File: src/rtl/capcmp_pkg.sv
package capcmp_pkg;
  localparam int NUM_GR = 2;
  localparam int ADDR_W = 3;

  localparam logic [ADDR_W-1:0] ADDR_CTL = 3'd0;
  localparam logic [ADDR_W-1:0] ADDR_STS = 3'd1;
  localparam logic [ADDR_W-1:0] ADDR_CNT = 3'd2;
  localparam int                ADDR_GR0 = 3;

  // Mode field of a control word: bit 2 selects capture.
  typedef enum logic [2:0] {
    IO_NONE      = 3'b000,
    IO_LOW       = 3'b001,
    IO_HIGH      = 3'b010,
    IO_TOGGLE    = 3'b011,
    IO_CAP_RISE  = 3'b100,
    IO_CAP_FALL  = 3'b101,
    IO_CAP_BOTH  = 3'b110,
    IO_CAP_BOTH2 = 3'b111
  } ioMode_t;

  // Least significant bit of a register's mode field in the control word.
  function automatic int ioLsb(input int idx);
    return 4 + 4 * idx;
  endfunction

  typedef struct packed {
    logic                   standby;
    logic                   run;
    ioMode_t [NUM_GR-1:0]   ioMode;
    logic [NUM_GR-1:0]      cap;
    logic                   cntWr;
    logic [NUM_GR-1:0]      grWr;
    logic [1:0]             byteEn;
    logic [NUM_GR-1:0]      flagClr;
  } dpStrobe_t;
endpackage

File: src/rtl/capcmp_edge.sv
module capcmp_edge (
  input  logic clk,
  input  logic rstN,
  input  logic din,
  output logic rise,
  output logic fall
);
  logic syncA, syncB, prev;

  always_ff @(posedge clk or negedge rstN) begin
    if (!rstN) begin
      syncA <= 1'b0;
      syncB <= 1'b0;
      prev  <= 1'b0;
    end else begin
      syncA <= din;
      syncB <= syncA;
      prev  <= syncB;
    end
  end

  assign rise = syncB & ~prev;
  assign fall = ~syncB & prev;
endmodule

File: src/rtl/capcmp_ctrl.sv
module capcmp_ctrl
  import capcmp_pkg::*;
#(
  parameter int CNT_W = 16,
  localparam int BE_W = CNT_W / 8
) (
  input  logic                          clk,
  input  logic                          rstN,
  input  logic                          standby,
  input  logic [ADDR_W-1:0]             busAddr,
  input  logic                          busWrEn,
  input  logic                          busRdEn,
  input  logic [BE_W-1:0]               busByteEn,
  input  logic [CNT_W-1:0]              busWrData,
  input  logic [NUM_GR-1:0]             capIn,
  input  logic [CNT_W-1:0]              cnt,
  input  logic [NUM_GR-1:0][CNT_W-1:0]  gr,
  input  logic [NUM_GR-1:0]             flags,
  output dpStrobe_t                     strb,
  output logic [CNT_W-1:0]              busRdData,
  output logic                          busRdValid
);
  logic                 runEn;
  ioMode_t [NUM_GR-1:0] ioMode;
  logic [NUM_GR-1:0]    armed;
  logic [NUM_GR-1:0]    rise, fall, capEv, grWr, flagClr;
  logic                 wrOk, ctlWr, stsWr;
  logic [CNT_W-1:0]     rdNext;

  assign wrOk  = busWrEn && !standby;
  assign ctlWr = wrOk && (busAddr == ADDR_CTL);
  assign stsWr = wrOk && (busAddr == ADDR_STS);

  always_ff @(posedge clk or negedge rstN) begin
    if (!rstN)                      runEn <= 1'b0;
    else if (standby)               runEn <= 1'b0;
    else if (ctlWr && busByteEn[0]) runEn <= busWrData[0];
  end

  for (genvar i = 0; i < NUM_GR; i++) begin : g_chan
    localparam int LSB  = ioLsb(i);
    localparam int LANE = LSB / 8;

    capcmp_edge u_edge (
      .clk  (clk),
      .rstN (rstN),
      .din  (capIn[i]),
      .rise (rise[i]),
      .fall (fall[i])
    );

    always_ff @(posedge clk or negedge rstN) begin
      if (!rstN)                         ioMode[i] <= IO_NONE;
      else if (standby)                  ioMode[i] <= IO_NONE;
      else if (ctlWr && busByteEn[LANE]) ioMode[i] <= ioMode_t'(busWrData[LSB +: 3]);
    end

    always_ff @(posedge clk or negedge rstN) begin
      if (!rstN)                                     armed[i] <= 1'b0;
      else if (standby || stsWr)                     armed[i] <= 1'b0;
      else if (busRdEn && busAddr == ADDR_STS)       armed[i] <= flags[i];
    end

    always_comb begin
      unique case (ioMode[i])
        IO_CAP_RISE:              capEv[i] = rise[i];
        IO_CAP_FALL:              capEv[i] = fall[i];
        IO_CAP_BOTH, IO_CAP_BOTH2: capEv[i] = rise[i] | fall[i];
        default:                  capEv[i] = 1'b0;
      endcase
    end

    assign grWr[i]    = wrOk && (busAddr == ADDR_W'(ADDR_GR0 + i));
    assign flagClr[i] = stsWr && busByteEn[0] && armed[i] && !busWrData[i];
  end

  always_comb begin
    strb         = '0;
    strb.standby = standby;
    strb.run     = runEn;
    strb.ioMode  = ioMode;
    strb.cap     = standby ? '0 : capEv;
    strb.cntWr   = wrOk && (busAddr == ADDR_CNT);
    strb.grWr    = grWr;
    strb.byteEn  = busByteEn;
    strb.flagClr = flagClr;
  end

  always_comb begin
    rdNext = '0;
    if (busAddr == ADDR_CTL) begin
      rdNext[0] = runEn;
      for (int i = 0; i < NUM_GR; i++) rdNext[ioLsb(i) +: 3] = ioMode[i];
    end else if (busAddr == ADDR_STS) begin
      rdNext[NUM_GR-1:0] = flags;
    end else if (busAddr == ADDR_CNT) begin
      rdNext = cnt;
    end else begin
      for (int i = 0; i < NUM_GR; i++)
        if (busAddr == ADDR_W'(ADDR_GR0 + i)) rdNext = gr[i];
    end
  end

  always_ff @(posedge clk or negedge rstN) begin
    if (!rstN) begin
      busRdData  <= '0;
      busRdValid <= 1'b0;
    end else begin
      busRdValid <= busRdEn;
      if (busRdEn) busRdData <= rdNext;
    end
  end


  rd_latency_chk: assert property (@(posedge clk) disable iff (!rstN)
    busRdEn |=> busRdValid);


  standby_ctl_chk: assert property (@(posedge clk) disable iff (!rstN)
    standby |=> (!runEn && ioMode[0] == IO_NONE && ioMode[1] == IO_NONE));
endmodule

File: src/rtl/capcmp_datapath.sv
module capcmp_datapath
  import capcmp_pkg::*;
#(
  parameter int CNT_W = 16,
  localparam int BE_W = CNT_W / 8
) (
  input  logic                          clk,
  input  logic                          rstN,
  input  dpStrobe_t                     strb,
  input  logic [CNT_W-1:0]              wrData,
  output logic [CNT_W-1:0]              cnt,
  output logic [NUM_GR-1:0][CNT_W-1:0]  gr,
  output logic [NUM_GR-1:0]             flags,
  output logic [NUM_GR-1:0]             cmpPin
);
  function automatic logic [CNT_W-1:0] mergeBytes(input logic [CNT_W-1:0] oldVal,
                                                  input logic [CNT_W-1:0] newVal,
                                                  input logic [1:0]       be);
    logic [CNT_W-1:0] res;
    res = oldVal;
    for (int b = 0; b < BE_W; b++)
      if (be[b]) res[b*8 +: 8] = newVal[b*8 +: 8];
    return res;
  endfunction

  always_ff @(posedge clk or negedge rstN) begin
    if (!rstN)           cnt <= '0;
    else if (strb.standby) cnt <= '0;
    else if (strb.cntWr) cnt <= mergeBytes(cnt, wrData, strb.byteEn);
    else if (strb.run)   cnt <= cnt + CNT_W'(1);
  end

  logic [NUM_GR-1:0] match;

  for (genvar i = 0; i < NUM_GR; i++) begin : g_reg
    logic isCap;
    assign isCap    = strb.ioMode[i][2];
    assign match[i] = !isCap && strb.run && (cnt == gr[i]);

    always_ff @(posedge clk or negedge rstN) begin
      if (!rstN)               gr[i] <= '1;
      else if (strb.standby)   gr[i] <= '1;
      else if (strb.cap[i])    gr[i] <= cnt;
      else if (strb.grWr[i])   gr[i] <= mergeBytes(gr[i], wrData, strb.byteEn);
    end

    always_ff @(posedge clk or negedge rstN) begin
      if (!rstN)                        flags[i] <= 1'b0;
      else if (strb.standby)            flags[i] <= 1'b0;
      else if (match[i] || strb.cap[i]) flags[i] <= 1'b1;
      else if (strb.flagClr[i])         flags[i] <= 1'b0;
    end

    always_ff @(posedge clk or negedge rstN) begin
      if (!rstN)             cmpPin[i] <= 1'b0;
      else if (strb.standby) cmpPin[i] <= 1'b0;
      else if (match[i]) begin
        unique case (strb.ioMode[i])
          IO_LOW:    cmpPin[i] <= 1'b0;
          IO_HIGH:   cmpPin[i] <= 1'b1;
          IO_TOGGLE: cmpPin[i] <= ~cmpPin[i];
          default:   cmpPin[i] <= cmpPin[i];
        endcase
      end
    end


    match_flag_chk: assert property (@(posedge clk) disable iff (!rstN)
      (match[i] && !strb.standby) |=> flags[i]);


    set_beats_clr_chk: assert property (@(posedge clk) disable iff (!rstN)
      (strb.flagClr[i] && strb.cap[i] && !strb.standby) |=> flags[i]);


    cap_value_chk: assert property (@(posedge clk) disable iff (!rstN)
      (strb.cap[i] && !strb.standby) |=> (gr[i] == $past(cnt)));


    standby_reg_chk: assert property (@(posedge clk) disable iff (!rstN)
      strb.standby |=> (gr[i] == '1 && !flags[i] && !cmpPin[i]));
  end


  cnt_wrap_chk: assert property (@(posedge clk) disable iff (!rstN)
    (strb.run && !strb.cntWr && !strb.standby && cnt == '1) |=> (cnt == '0));
endmodule

File: src/rtl/capcmp_timer.sv
module capcmp_timer
  import capcmp_pkg::*;
#(
  parameter int CNT_W = 16,
  localparam int BE_W = CNT_W / 8
) (
  input  logic              clk,
  input  logic              rstN,
  input  logic              standby,
  input  logic [ADDR_W-1:0] busAddr,
  input  logic              busWrEn,
  input  logic              busRdEn,
  input  logic [BE_W-1:0]   busByteEn,
  input  logic [CNT_W-1:0]  busWrData,
  output logic [CNT_W-1:0]  busRdData,
  output logic              busRdValid,
  input  logic [NUM_GR-1:0] capIn,
  output logic [NUM_GR-1:0] cmpPin
);
  dpStrobe_t                    strb;
  logic [CNT_W-1:0]             cnt;
  logic [NUM_GR-1:0][CNT_W-1:0] gr;
  logic [NUM_GR-1:0]            flags;

  capcmp_ctrl #(.CNT_W(CNT_W)) u_ctrl (
    .clk        (clk),
    .rstN       (rstN),
    .standby    (standby),
    .busAddr    (busAddr),
    .busWrEn    (busWrEn),
    .busRdEn    (busRdEn),
    .busByteEn  (busByteEn),
    .busWrData  (busWrData),
    .capIn      (capIn),
    .cnt        (cnt),
    .gr         (gr),
    .flags      (flags),
    .strb       (strb),
    .busRdData  (busRdData),
    .busRdValid (busRdValid)
  );

  capcmp_datapath #(.CNT_W(CNT_W)) u_dp (
    .clk    (clk),
    .rstN   (rstN),
    .strb   (strb),
    .wrData (busWrData),
    .cnt    (cnt),
    .gr     (gr),
    .flags  (flags),
    .cmpPin (cmpPin)
  );
endmodule

File: config.mk
export PLATFORM = sky130hd
export DESIGN_NAME = capcmp_timer
export DESIGN_NICKNAME = d
export VERILOG_FILES = /design/src/rtl/capcmp_pkg.sv /design/src/rtl/capcmp_edge.sv /design/src/rtl/capcmp_ctrl.sv /design/src/rtl/capcmp_datapath.sv /design/src/rtl/capcmp_timer.sv
export SDC_FILE = /design/constraint.sdc
export NUM_CORES = 1
export LEC_CHECK = 0
export CAP_MARGIN = 30
export CORE_MARGIN = 3
export CORE_UTILIZATION = 63
export DETAILED_ROUTE_END_ITERATION = 7
export PLACE_DENSITY = 0.9
export RECOVER_POWER = 25
export SKIP_CTS_REPAIR_TIMING = 1
export SLEW_MARGIN = 30
export SYNTH_ARGS = -nofsm -noshare
export SYNTH_HDL_FRONTEND = slang
export SYNTH_SLANG_ARGS = --single-unit
File: constraint.sdc
create_clock -name clk -period 4.9 [get_ports clk]
set_input_delay 0.98 -clock clk [delete_from_list [all_inputs] [get_ports clk]]
set_output_delay 0.98 -clock clk [all_outputs]
set_load 0.005 [all_outputs]
After elaboration in Yosys (flattened, before gate mapping):

Index checks and enable logic that the tools add are counted.

* $add $sub $neg: 1
* $mul: 0
* div/mod/pow operators: 0
* magnitude comparators: 0
* equal/unequal tests: 22
* shifts and indexed selects: 0
* mux-type cells: 47
* bitwise operators: 12
* reductions and logical operators: 53

Operators by type and width (number)
* two-way mux 16 bit: 12
* equality test 16 bit: 2
* equality test 3 bit (second input constant): 9
* nonzero test 3 bit: 9
* two-way mux 3 bit: 7
* equality test 3 x 2 -> 1 bit (second input constant): 6
* logical AND 1 bit: 18
* two-way mux 1 bit: 18
* adder 16 x 1 -> 16 bit (second input constant): 1
* two-way mux 8 bit: 2
* AND reduction 2 bit: 8
* two-way mux 14 bit: 1
* one-hot mux 1 bit (3 select lines): 4
* nonzero test 2 bit: 5
* equality test 3 x 1 -> 1 bit (second input constant): 3
* nonzero test 4 bit: 2
* inequality test 3 bit (second input constant): 2
* inverter 1 bit: 6
* zero test 1 bit: 5
* two-way mux 5 bit: 1
* AND 1 bit: 4
* two-way mux 2 bit: 2
* OR reduction 2 bit: 2
* zero test 3 bit: 1
* 2 further kinds: 5

* bits in registers: 84
* latch bits: 0
* RAM bits: 0
* memory bits (read-only): 0
* input bits: 28
* output and inout port bits: 19
* logic and storage cells: 158
* memories kept: 0

Logic depth before layout (Yosys ltp):

* depth in word-level cells: 9
* gate-level depth with buffers: 8
* depth with buffers taken out: 7

Modules after synthesis:

Synthesis repeated with hierarchy kept, for this count alone.

* cells, all modules: 584
* area, all modules: 5222.5 µm²

By module, submodules not included
* capcmp_datapath: times used 1, cells each 393, area an instance 3382.0 µm², seq. area each 1341.3 µm²
* capcmp_ctrl: times used 1, cells each 181, area an instance 1660.3 µm², seq. area each 650.6 µm²
* capcmp_edge: times used 2, cells each 5, area an instance 90.1 µm², seq. area each 75.1 µm²

Worst setup path after synthesis:

No wires, ideal clock.

* kind: input to register
* from: input port busAddr[1]
* to: register u_dp.gr[15] (netlist name)
* setup time: 0.090 ns
* data arrival time: 2.153 ns
* required time: 4.810 ns
* setup slack: 2.657 ns
* stages: 8
* buffers on the path: 3
* path through: buf_6 and3b_1 buf_6 and3_4 buf_6 mux2_4 mux2i_1 nand2_1

* cells in the longest elaborated chain, start to end: 4

Ends and longest elaborated chain
* start: declaration: line capcmp_timer.sv:10 `input logic [ADDR_W-1:0] busAddr,`
* equality test 3 x 2 -> 1 bit: line capcmp_ctrl.sv:73 `assign grWr[i] = wrOk && (busAddr == ADDR_W'(ADDR_GR0 + i));`
* logical AND 1 bit: line capcmp_ctrl.sv:73
* nonzero test 3 bit (no source line)
* AND reduction 2 bit (no source line)
* end signal: indexed assignment: line capcmp_datapath.sv:43 `else if (strb.cap[i]) gr[i] <= cnt;`
* end signal: indexed assignment: line capcmp_datapath.sv:44 `else if (strb.grWr[i]) gr[i] <= mergeBytes(gr[i], wrData, strb.byteEn);`
* end: declaration: line capcmp_datapath.sv:12 `output logic [NUM_GR-1:0][CNT_W-1:0] gr,`

No other way between the ends.
A chain may end at the register's enable or synchronous reset.

Final worst setup path:

* from: input port busAddr[2]
* to: register u_dp.gr[17] (netlist name)

* cells in the longest elaborated chain, start to end: 4

Ends and longest elaborated chain (line)
* equality test 3 bit: capcmp_ctrl.sv:73
* logical AND 1 bit: capcmp_ctrl.sv:73
* nonzero test 3 bit (no source line)
* AND reduction 2 bit (no source line)

No other way between the ends.

==> metrics.yaml <==
timing:
  maxSlewHeadroom_pct: -36.1
  setup_viol_count_final: 0
  rsz0062_at_grt: "false"
  final_hold_viol_count: 0
  fmax_mhz: 299
  worst_pin_slew_ns: 2.04
  fin_crit_ns: 3.34
  drv_slew: 85
  fin_skew_ns: 0.0154
  finalCritPeriodShare_pct: 68.1
  fin_ws_ns: 1.56
  setup_tns_ns: 0
critical_path:
  cp_slowest_stage_delay_ns: 0.86
  cp.arrival_ns: 3.61
  crit_buf_inv: 1
  critPathMaxFanout: 15
  worstPathRequired_ns: 5.17
  crit_type: "input port to flop"
  cp-end-kind: "flop"
  crit_start: "busAddr[2]"
  cp-start-kind: "input port"
  crit_chain: "clkdlybuf4s50_1 > nor2b_1 > nand3_2 > mux2_2 > mux2i_1 > nand2_1"
  critPathTopFamily: "simple AND/OR/NAND/NOR gates"
  r2r-start: "u_dp.cnt[3]$_DFFE_PN0P_"
  cp_slowest_cell: "clkdlybuf4s50_1"
floorplanning:
  die-area_um2: 9350
  die_h_um: 96.7
  core_um2: 7850
  num_io_pins: 47
  initial_utilization_pct: 66.0
  die_x_um: 96.7
  num_rows: 32
power:
  power.share.clock_pct: 32.0
  p_sw_share_pct: 27.9
  powerDensity_nw_per_um2: 264
  p_sw_mw: 0.422
  leakage_nw: 2.45
  pwr-share-seq_pct: 51.8
  p_int_mw: 1.09
  irDropWorstVdd_v: 0.000195
  pwr-share-comb_pct: 16.2
cells_and_area:
  layout-drive-gt1-share_pct: 13.0
  diodes: 0
  multi_input_area_um2: 2740
  utilization_pct: 72.9
  layout.nets: 634
  register_area_um2: 2140
  fillers: 579
  area_growth_pct: 10.5
hold_path:
  hold_start: "u_ctrl.g_chan[1].u_edge.syncA$_DFF_PN0_"
  hold_path.class: "flop to flop"
synthesis:
  yosysTopAreaCell: "dfrtp_1"
  syn_nets: 625
  synth.most_common_cell: "nor2_1"
  syn_inst: 592
  synth_edf_count: 0
  yosys_warnings: 0
  synth.avg_cell_area_um2: 8.75
  ys.flop_type: "dfrtp_1"
  yosys.area.top_type_share_pct: 25.1
  ys_seq_area_share_pct: 41.3
  async_flop_share_pct: 100
  ys_ff_latch: 84
  synth_common_cells: "nor2_1, nand2_1, a21oi_1"
  ys_types: 52
  synth_area_um2: 5180
  synth.top_cells.by_area: "dfrtp_1, dfstp_2, mux2i_1"
global_route:
  grt_max_degree: 85
  grt_pass1_vias: 4393
  grt_overflow: 0
  gr-usage-all-layers_pct: 30.0
  antenna_found_initial: 0
  grt_pass1_wl_mm: 22.8
clock_tree:
  cts_max_level: 3
  cts_buffer_depth: 2
  path_clk_slew_ns: 0.09
  worstSkewPairLatency_ns: 0.36
  cts_buffers: 9
  cts_root_buffer: "clkbuf_8"
  cts_tree: "yes"
  clkSinkCount: 84
place:
  place_congestion: 0.915
  hpwl_mm: 9.45
  pre_cts_ws_ns: 1.25
  numPortBuffers: 46
drt:
  dr_wl_met3_mm: 1.32
  highest_layer: "met4"
  drc_errors: 0
  wl_per_cell_um: 19.6
  met1_length_mm: 5.74
  ant_nets: 0
  drt-initial-drc-count: 542
  viasPerCell: 6.56
  routed_wl_mm: 13.9
  drtPass1Iterations: 5
  dr_wl_met2_mm: 6.38
  num_vias: 4646
flow_run:
  maxCapViolations: 1
outcome:
  status: "finished with violations"
  violations: "max-capacitance violations, max-slew violations"
==> power groups by stage <==
stage	clock network, mW	logic [mW]	registers, mW
finish	0.484	0.245	0.784
global route	0.517	0.269	0.789
CTS	0.484	0.244	0.782
detailed placement	0	0.241	0.795
global placement	0	0.233	0.792
floorplan	0	0.149	0.775
==> through the flow <==
step / power (mW) / hold slack, ns / instances / area (um2)
floorplan: 0.924 / 0.331 / 592 / 5180
global placement: 1.03 / 0.332 / 692 / 5540
detailed placement: 1.04 / 0.341 / 692 / 5540
CTS: 1.51 / 0.360 / 708 / 5730
global route: 1.57 / 0.375 / 708 / 5720
finish: 1.51 / 0.360 / 708 / 5720
==> flip-flops by register name (all words and copies together), names as in the netlist <==
register                    flops
u_ctrl.armed                    2
u_ctrl.busRdData               16
u_ctrl.busRdValid               1
u_ctrl.g_chan.u_edge.prev       2
u_ctrl.g_chan.u_edge.syncA      2
u_ctrl.g_chan.u_edge.syncB      2
u_ctrl.runEn                    1
u_ctrl.strb                     6
u_dp.cmpPin                     2
u_dp.cnt                       16
u_dp.flags                      2
u_dp.gr                        32
==> metal layers <==
layer	global-route usage (%)	vias to the layer above
met3	5.84	54
li1	-	2080
met2	44.8	287
met1	43.8	2225
met5	0	-
met4	10.4	0
==> cells by family after synthesis <==
group / share of synthesized area (%)
AOI/OAI and AO/OA: 15.8
xor gates and xnor gates: 5.75
adders and majority gates: 1.21
buffers and inverters: 5.87
DFF: 41.3
muxes: 8.69
and+or+nand+nor: 21.3
==> cell usage in the layout (no fill, tap or decap), types with 2 or more instances in the layout <==
cell              n
mux2_2           12
nor2b_1           3
clkbuf_8          9
clkdlybuf4s50_1  42
clkbuf_1          3
nand3_1          12
or2_1             7
a21oi_1          54
o221a_2           2
nand3b_1          4
nand4_1          15
xor2_1            7
nor3b_1           2
dfstp_2          32
a211oi_1          2
and4_1            2
ha_1              5
dlygate4sd3_1     2
a31oi_1          12
buf_4             7
inv_1             7
nor3_1            4
o211ai_1          2
o21ai_0          29
nand3_2           2
and3_1           22
nand2b_1          3
and3_4            2
a31o_2            3
a22oi_1          10
nor4_1            3
nand2_1          70
a2bb2oi_1         8
xnor2_1          27
o21a_1            3
dfrtp_1          52
mux2i_1          29
o221ai_1          2
nor2_1           74
==> area by class of cell <==
cell class / instances / share of cell area [%]
Tap cell: 102 / 2.23
Sequential cell: 84 / 37.4
Multi-Input combinational cell: 446 / 47.8
Clock buffer: 12 / 2.36
Inverter: 7 / 0.459
Timing Repair Buffer: 53 / 8.79
Clock inverter: 4 / 0.896
==> worst paths after layout <==
| kind | to | slack (ns) | cells after the start |
|---|---|---|---|
| min | u_ctrl.g_chan[1].u_edge.syncB$_DFF_PN0_ | 0.36 | 0 |
| min reg2reg | u_ctrl.g_chan[1].u_edge.syncB$_DFF_PN0_ | 0.36 | 0 |
| max reg2reg | u_dp.cmpPin[1]$_DFFE_PN0P_ | 2.93 | 5 |
| min in group asynchronous | u_ctrl.busRdData[3]$_DFFE_PN0P_ | 1.17 | 1 |
| max | u_dp.gr[17]$_DFFE_PN1P_ | 1.56 | 6 |
| max in group asynchronous | u_dp.cnt[15]$_DFFE_PN0P_ | 2.48 | 1 |
(Power assumes the default switching activity.)
